==> src/rtl/cascade_counter_pkg.sv <==
package cascade_counter_pkg;

    typedef enum logic [1:0] {
        OP_HOLD  = 2'd0,
        OP_STEP  = 2'd1,
        OP_LOAD  = 2'd2,
        OP_CLEAR = 2'd3
    } cnt_op_e;

    typedef struct packed {
        logic clear_n;
        logic load_n;
        logic en_par;
        logic en_trk;
    } cnt_ctrl_t;

    function automatic cnt_op_e pick_op(input cnt_ctrl_t c);
        if (!c.clear_n)                 return OP_CLEAR;
        else if (!c.load_n)             return OP_LOAD;
        else if (c.en_par && c.en_trk)  return OP_STEP;
        else                            return OP_HOLD;
    endfunction

endpackage

==> src/rtl/cnt_op_decode.sv <==
module cnt_op_decode
    import cascade_counter_pkg::*;
(
    input  cnt_ctrl_t ctrl,
    output cnt_op_e   op
);
    always_comb op = pick_op(ctrl);
endmodule

==> src/rtl/cnt_next_state.sv <==
module cnt_next_state
    import cascade_counter_pkg::*;
#(
    parameter int W = 4
) (
    input  cnt_op_e        op,
    input  logic [W-1:0]   cur,
    input  logic [W-1:0]   din,
    output logic [W-1:0]   nxt
);
    localparam logic [W-1:0] ONE = W'(1);

    always_comb begin
        unique case (op)
            OP_CLEAR: nxt = '0;
            OP_LOAD:  nxt = din;
            OP_STEP:  nxt = cur + ONE;
            default:  nxt = cur;
        endcase
    end
endmodule

==> src/rtl/cnt_carry.sv <==
module cnt_carry #(
    parameter int W = 4
) (
    input  logic [W-1:0] cur,
    input  logic         en_trk,
    output logic         carry
);
    logic [W:0] chain;

    assign chain[0] = en_trk;
    for (genvar i = 0; i < W; i++) begin : g_and
        assign chain[i+1] = chain[i] & cur[i];
    end
    assign carry = chain[W];
endmodule

==> src/rtl/cascade_counter.sv <==
module cascade_counter
    import cascade_counter_pkg::*;
#(
    parameter int W = 4
) (
    input  logic         clk,
    input  logic         clear_n,
    input  logic         load_n,
    input  logic [W-1:0] data_in,
    input  logic         en_par,
    input  logic         en_trk,
    output logic [W-1:0] count,
    output logic         carry_out
);
    cnt_ctrl_t    ctrl;
    cnt_op_e      op;
    logic [W-1:0] cnt_q;
    logic [W-1:0] cnt_d;

    assign ctrl = '{clear_n: clear_n, load_n: load_n, en_par: en_par, en_trk: en_trk};

    cnt_op_decode u_decode (
        .ctrl (ctrl),
        .op   (op)
    );

    cnt_next_state #(.W(W)) u_next (
        .op  (op),
        .cur (cnt_q),
        .din (data_in),
        .nxt (cnt_d)
    );

    always_ff @(posedge clk) begin
        cnt_q <= cnt_d;
    end

    cnt_carry #(.W(W)) u_carry (
        .cur    (cnt_q),
        .en_trk (en_trk),
        .carry  (carry_out)
    );

    assign count = cnt_q;
endmodule

==> config.mk <==
export PLATFORM = sky130hd
export DESIGN_NAME = cascade_counter
export DESIGN_NICKNAME = d
export VERILOG_FILES = /design/src/rtl/cascade_counter_pkg.sv /design/src/rtl/cnt_op_decode.sv /design/src/rtl/cnt_next_state.sv /design/src/rtl/cnt_carry.sv /design/src/rtl/cascade_counter.sv
export SDC_FILE = /design/constraint.sdc
export NUM_CORES = 1
export LEC_CHECK = 0
export ABC_AREA = 1
export BUFFER_PORTS_ARGS = -buffer_cell sky130_fd_sc_hd__buf_2
export CORE_AREA = 2 2 39 41
export CTS_CLUSTER_DIAMETER = 60
export CTS_CLUSTER_SIZE = 28
export DETAILED_ROUTE_END_ITERATION = 8
export DIE_AREA = 0 0 41 43
export PLACE_DENSITY = 0.39
export SYNTH_ARGS = -nofsm -noshare
export SYNTH_HDL_FRONTEND = slang
export SYNTH_SLANG_ARGS = --single-unit
==> constraint.sdc <==
create_clock -name clk -period 2.1 [get_ports clk]
set_input_delay 0.63 -clock clk [delete_from_list [all_inputs] [get_ports clk]]
set_output_delay 0.63 -clock clk [all_outputs]
set_load 0.01 [all_outputs]
# Yosys cells after proc, flatten, opt, wreduce, memory -nomap -nowiden
# Index checks and enable logic that the tools add are counted.
dict set report word_totals {
  ff_bits 4
  out_inout_bits 5
  in_bits 9
}
dict set report op_classes {
  bitwise_logic 4
  mux 4
  reduce_logical 2
  add_sub_neg 1
  eq_ne 3
}
# operator count
set ops {}
lappend ops {{case mux 4 bit (3 select lines)} 1}
lappend ops {{adder 4 x 1 -> 4 bit (second input constant)} 1}
lappend ops {{bitwise AND 1 bit} 4}
lappend ops {{== test 2 bit (second input constant)} 2}
lappend ops {{two-way mux 2 bit} 2}
lappend ops {{nonzero test 3 bit} 1}
lappend ops {{== test 2 x 1 -> 1 bit (second input constant)} 1}
lappend ops {{logical AND 1 bit} 1}
lappend ops {{two-way mux 1 bit} 1}

# Depth between registers and ports, before layout
dict set report logic_depth {
  depth_word 6
  ltp_mapped 4
  mapped_depth_nobuf 4
}

# Modules after synthesis
# From an unflattened synthesis, not the netlist that was laid out.
dict set report hier_totals {
  cells_unflattened 39
  hier_area_um2 245.2
}
# mod instances area_each_um2 seq_area_each_um2 cells_each
set by_module_without_submodules {}
lappend by_module_without_submodules {cnt_next_state 1 140.1 0.0 29}
lappend by_module_without_submodules {cascade_counter 1 80.1 80.1 4}
lappend by_module_without_submodules {cnt_carry 1 12.5 0.0 3}
lappend by_module_without_submodules {cnt_op_decode 1 12.5 0.0 3}

# Least setup slack after synthesis
# Ideal clock, no wire load.
dict set report synth_timing {
  kind {input -> output}
  from {input en_trk}
  to {output carry_out}
  stages 2
  path_slack_ps 649
  path_buffers 0
  arrival_ps 821
  path_cell_list {inv_1 nor2_1}
}
dict set report synth_between {
  elab_chain_len 4
}
# element line
set synth_lines {}
lappend synth_lines {{start: declaration} cascade_counter.sv:11} ;# input logic en_trk,
lappend synth_lines {{bitwise AND 1 bit (4 in a row)} cnt_carry.sv:12} ;# assign chain[i+1] = chain[i] & cur[i];
lappend synth_lines {{end: declaration} cascade_counter.sv:13} ;# output logic carry_out
# No other way between the ends.

# Final worst setup path
dict set report layout_timing {
  from {register cnt_q[0] (netlist: count[0])}
  to {output carry_out}
}
dict set report layout_between {
  elab_chain_len 4
}
# element line
set layout_lines {}
lappend layout_lines {{start: declaration} cascade_counter.sv:17} ;# logic [W-1:0] cnt_q;
lappend layout_lines {{start signal: assignment} cascade_counter.sv:35} ;# cnt_q <= cnt_d;
lappend layout_lines {{bitwise AND 1 bit (4 in a row)} cnt_carry.sv:12}
# No other way between the ends.

==> flow_summary.json <==
{
  "postRouteAntennaNets": 0,
  "htreeDepth": 1,
  "report.final.slew_viol_count": 0,
  "root_buffer": "clkbuf_4",
  "grt_usage_pct": 8.36,
  "path_max_fanout": 5,
  "avgSynthCellArea_um2": 8.47,
  "antenna_found_initial": 0,
  "setup_tns_ns": 0,
  "irDropWorstVdd_mv": 0.162,
  "antenna_cells": 0,
  "dpl_cell_area_um2": 339,
  "period_minus_slack_ns": 1.72,
  "dieWidth_um": 41,
  "crit_required_ns": 1.47,
  "arrival_ns": 1.09,
  "stdcell_count": 62,
  "first_global_vias": 225,
  "synth-seq-cells": 4,
  "cts_setup_buffers": 0,
  "max_freq_mhz": 582,
  "wl_um": 570,
  "wire_per_inst_um": 9.19,
  "layout_commonest_cell": "buf_2",
  "vias": 260,
  "clk_pin_slew_worst_paths_ns": 0.04,
  "hold_path_class": "in2reg",
  "tightest_slew_ns": 0.217,
  "yosysSeqAreaShare_pct": 47.3,
  "final_cell_mix": "buf_2, nand2_1, nand3_1, inv_1, edfxtp_1",
  "fin_nets": 58,
  "insertion_delay_ns": 0.24,
  "drive_gt1_share_pct": 41.3,
  "finalWeightedCongestion": 0.666,
  "status": "completed",
  "leakage_nw": 0.196,
  "area_growth_pct": 42.4,
  "max-slew-margin-rel_pct": 85.5,
  "grt_overflow_total": 0,
  "die_area_um2": 1760,
  "cts_tree": "done",
  "port_buffers": 13,
  "cts_buffer_depth": 2,
  "setup.worst_path.class": "reg2out",
  "fillerInstances": 165,
  "powerDensity_nw_per_um2": 643,
  "coreArea_um2": 1380,
  "ctsHoldBuffers": 0,
  "drtIter0Drc": 2,
  "hold_path_depth": 3,
  "grt_max_degree": 7,
  "synth_nets": 40,
  "largest_register_ffs": 4,
  "synth_warnings": 0,
  "clock_skew_ns": 0.0000670,
  "drt_pass1_iterations": 3,
  "die_h_um": 43,
  "clock_sinks": 4,
  "synthCells": 30,
  "ys_types": 11,
  "max_cap_viol_count": 0,
  "hold_viol_final": 0,
  "ios": 14,
  "setup.worst_path.start_class": "flop",
  "endpoint_kind": "primary output",
  "cts_resized": 0,
  "fp-row-count": 14,
  "place_inst": 59,
  "reg2reg_depth": 4,
  "start_util_pct": 18.4,
  "rsz0062_at_grt": "false",
  "synth_area_um2": 254,
  "period_share_pct": 81.9,
  "setup_viol": 0,
  "grt_pass1_wl_um": 903,
  "design_area_um2": 362,
  "cts_made_buffers": 3,
  "routed_via_density": 4.19,
  "drc": 0
}
-- critical path: stages, from the launching register on --
cell and delay (ns):
edfxtp_1 0.42, nand4_1 0.18, nor2_1 0.12, buf_2 0.13
-- cells by family (layout without fill, tap and decap cells) --
family	after synthesis	after routing	share of synthesized area, %
XOR/XNOR	1	1	3.45
adder cells (fa/ha/maj)	1	1	4.93
buffers and inverters	4	20	5.91
flip-flops	4	4	47.3
AND/OR/NAND/NOR	20	20	38.4
-- stage by stage --
step	util (%)	worst slack, ns	hold WS (ns)	power, W
after floorplan	-	0.649	0.710	0.000118
after global placement	24.5	0.507	0.710	0.000138
after detailed placement	24.5	0.490	0.706	0.000138
after CTS	26.1	0.376	0.702	0.000233
after global routing	26.1	0.320	0.710	0.000244
final	26.1	0.381	0.701	0.000233
-- path summary, 6_finish.rpt --
check / startpoint / endpoint / slack (ns)
setup / recovery: count[0]$_DFFE_PP_ / carry_out / 0.38
hold / removal: data_in[3] / count[3]$_DFFE_PP_ / 0.70
setup reg to reg: count[0]$_DFFE_PP_ / count[2]$_DFFE_PP_ / 0.91
hold reg to reg: count[3]$_DFFE_PP_ / count[3]$_DFFE_PP_ / 0.72
-- per-layer routing --
layer	global-route usage, %	vias up	wire length [um]
met1	10.4	110	270
li1	-	133	-
met5	0	-	0
met3	4.19	2	57
met2	8.75	15	232
met4	10.0	0	10
-- Yosys cell counts, drive strengths merged --
cell    count  area [um^2]
edfxtp      4          120
ha          1         12.5
inv         4         15.0
nand2       9         36.3
nand3       8         45.0
nand4       1         6.26
nor2        2         10.0
xor2        1         8.76
-- final cells by class --
class | instances | area, um^2 | share of cell area [%]
clock buffers | 3 | 22.5 | 6.23
inverters | 4 | 15.0 | 4.15
multi-input cells | 22 | 119 | 32.9
flip-flops and latches | 4 | 120 | 33.2
well taps | 16 | 20.0 | 5.54
repair buffers | 13 | 65.1 | 18.0
-- power by group --
| part | leakage, nW | switching, W | total [W] | internal, W |
|---|---|---|---|---|
| combinational | 0.137 | 0.0000185 | 0.0000338 | 0.0000153 |
| sequential | 0.0444 | 0.00000643 | 0.000102 | 0.0000959 |
| clock | 0.0138 | 0.0000325 | 0.0000965 | 0.0000640 |
| total | 0.196 | 0.0000574 | 0.000233 | 0.000175 |
No activity file was read; power rests on OpenSTA's default activity.
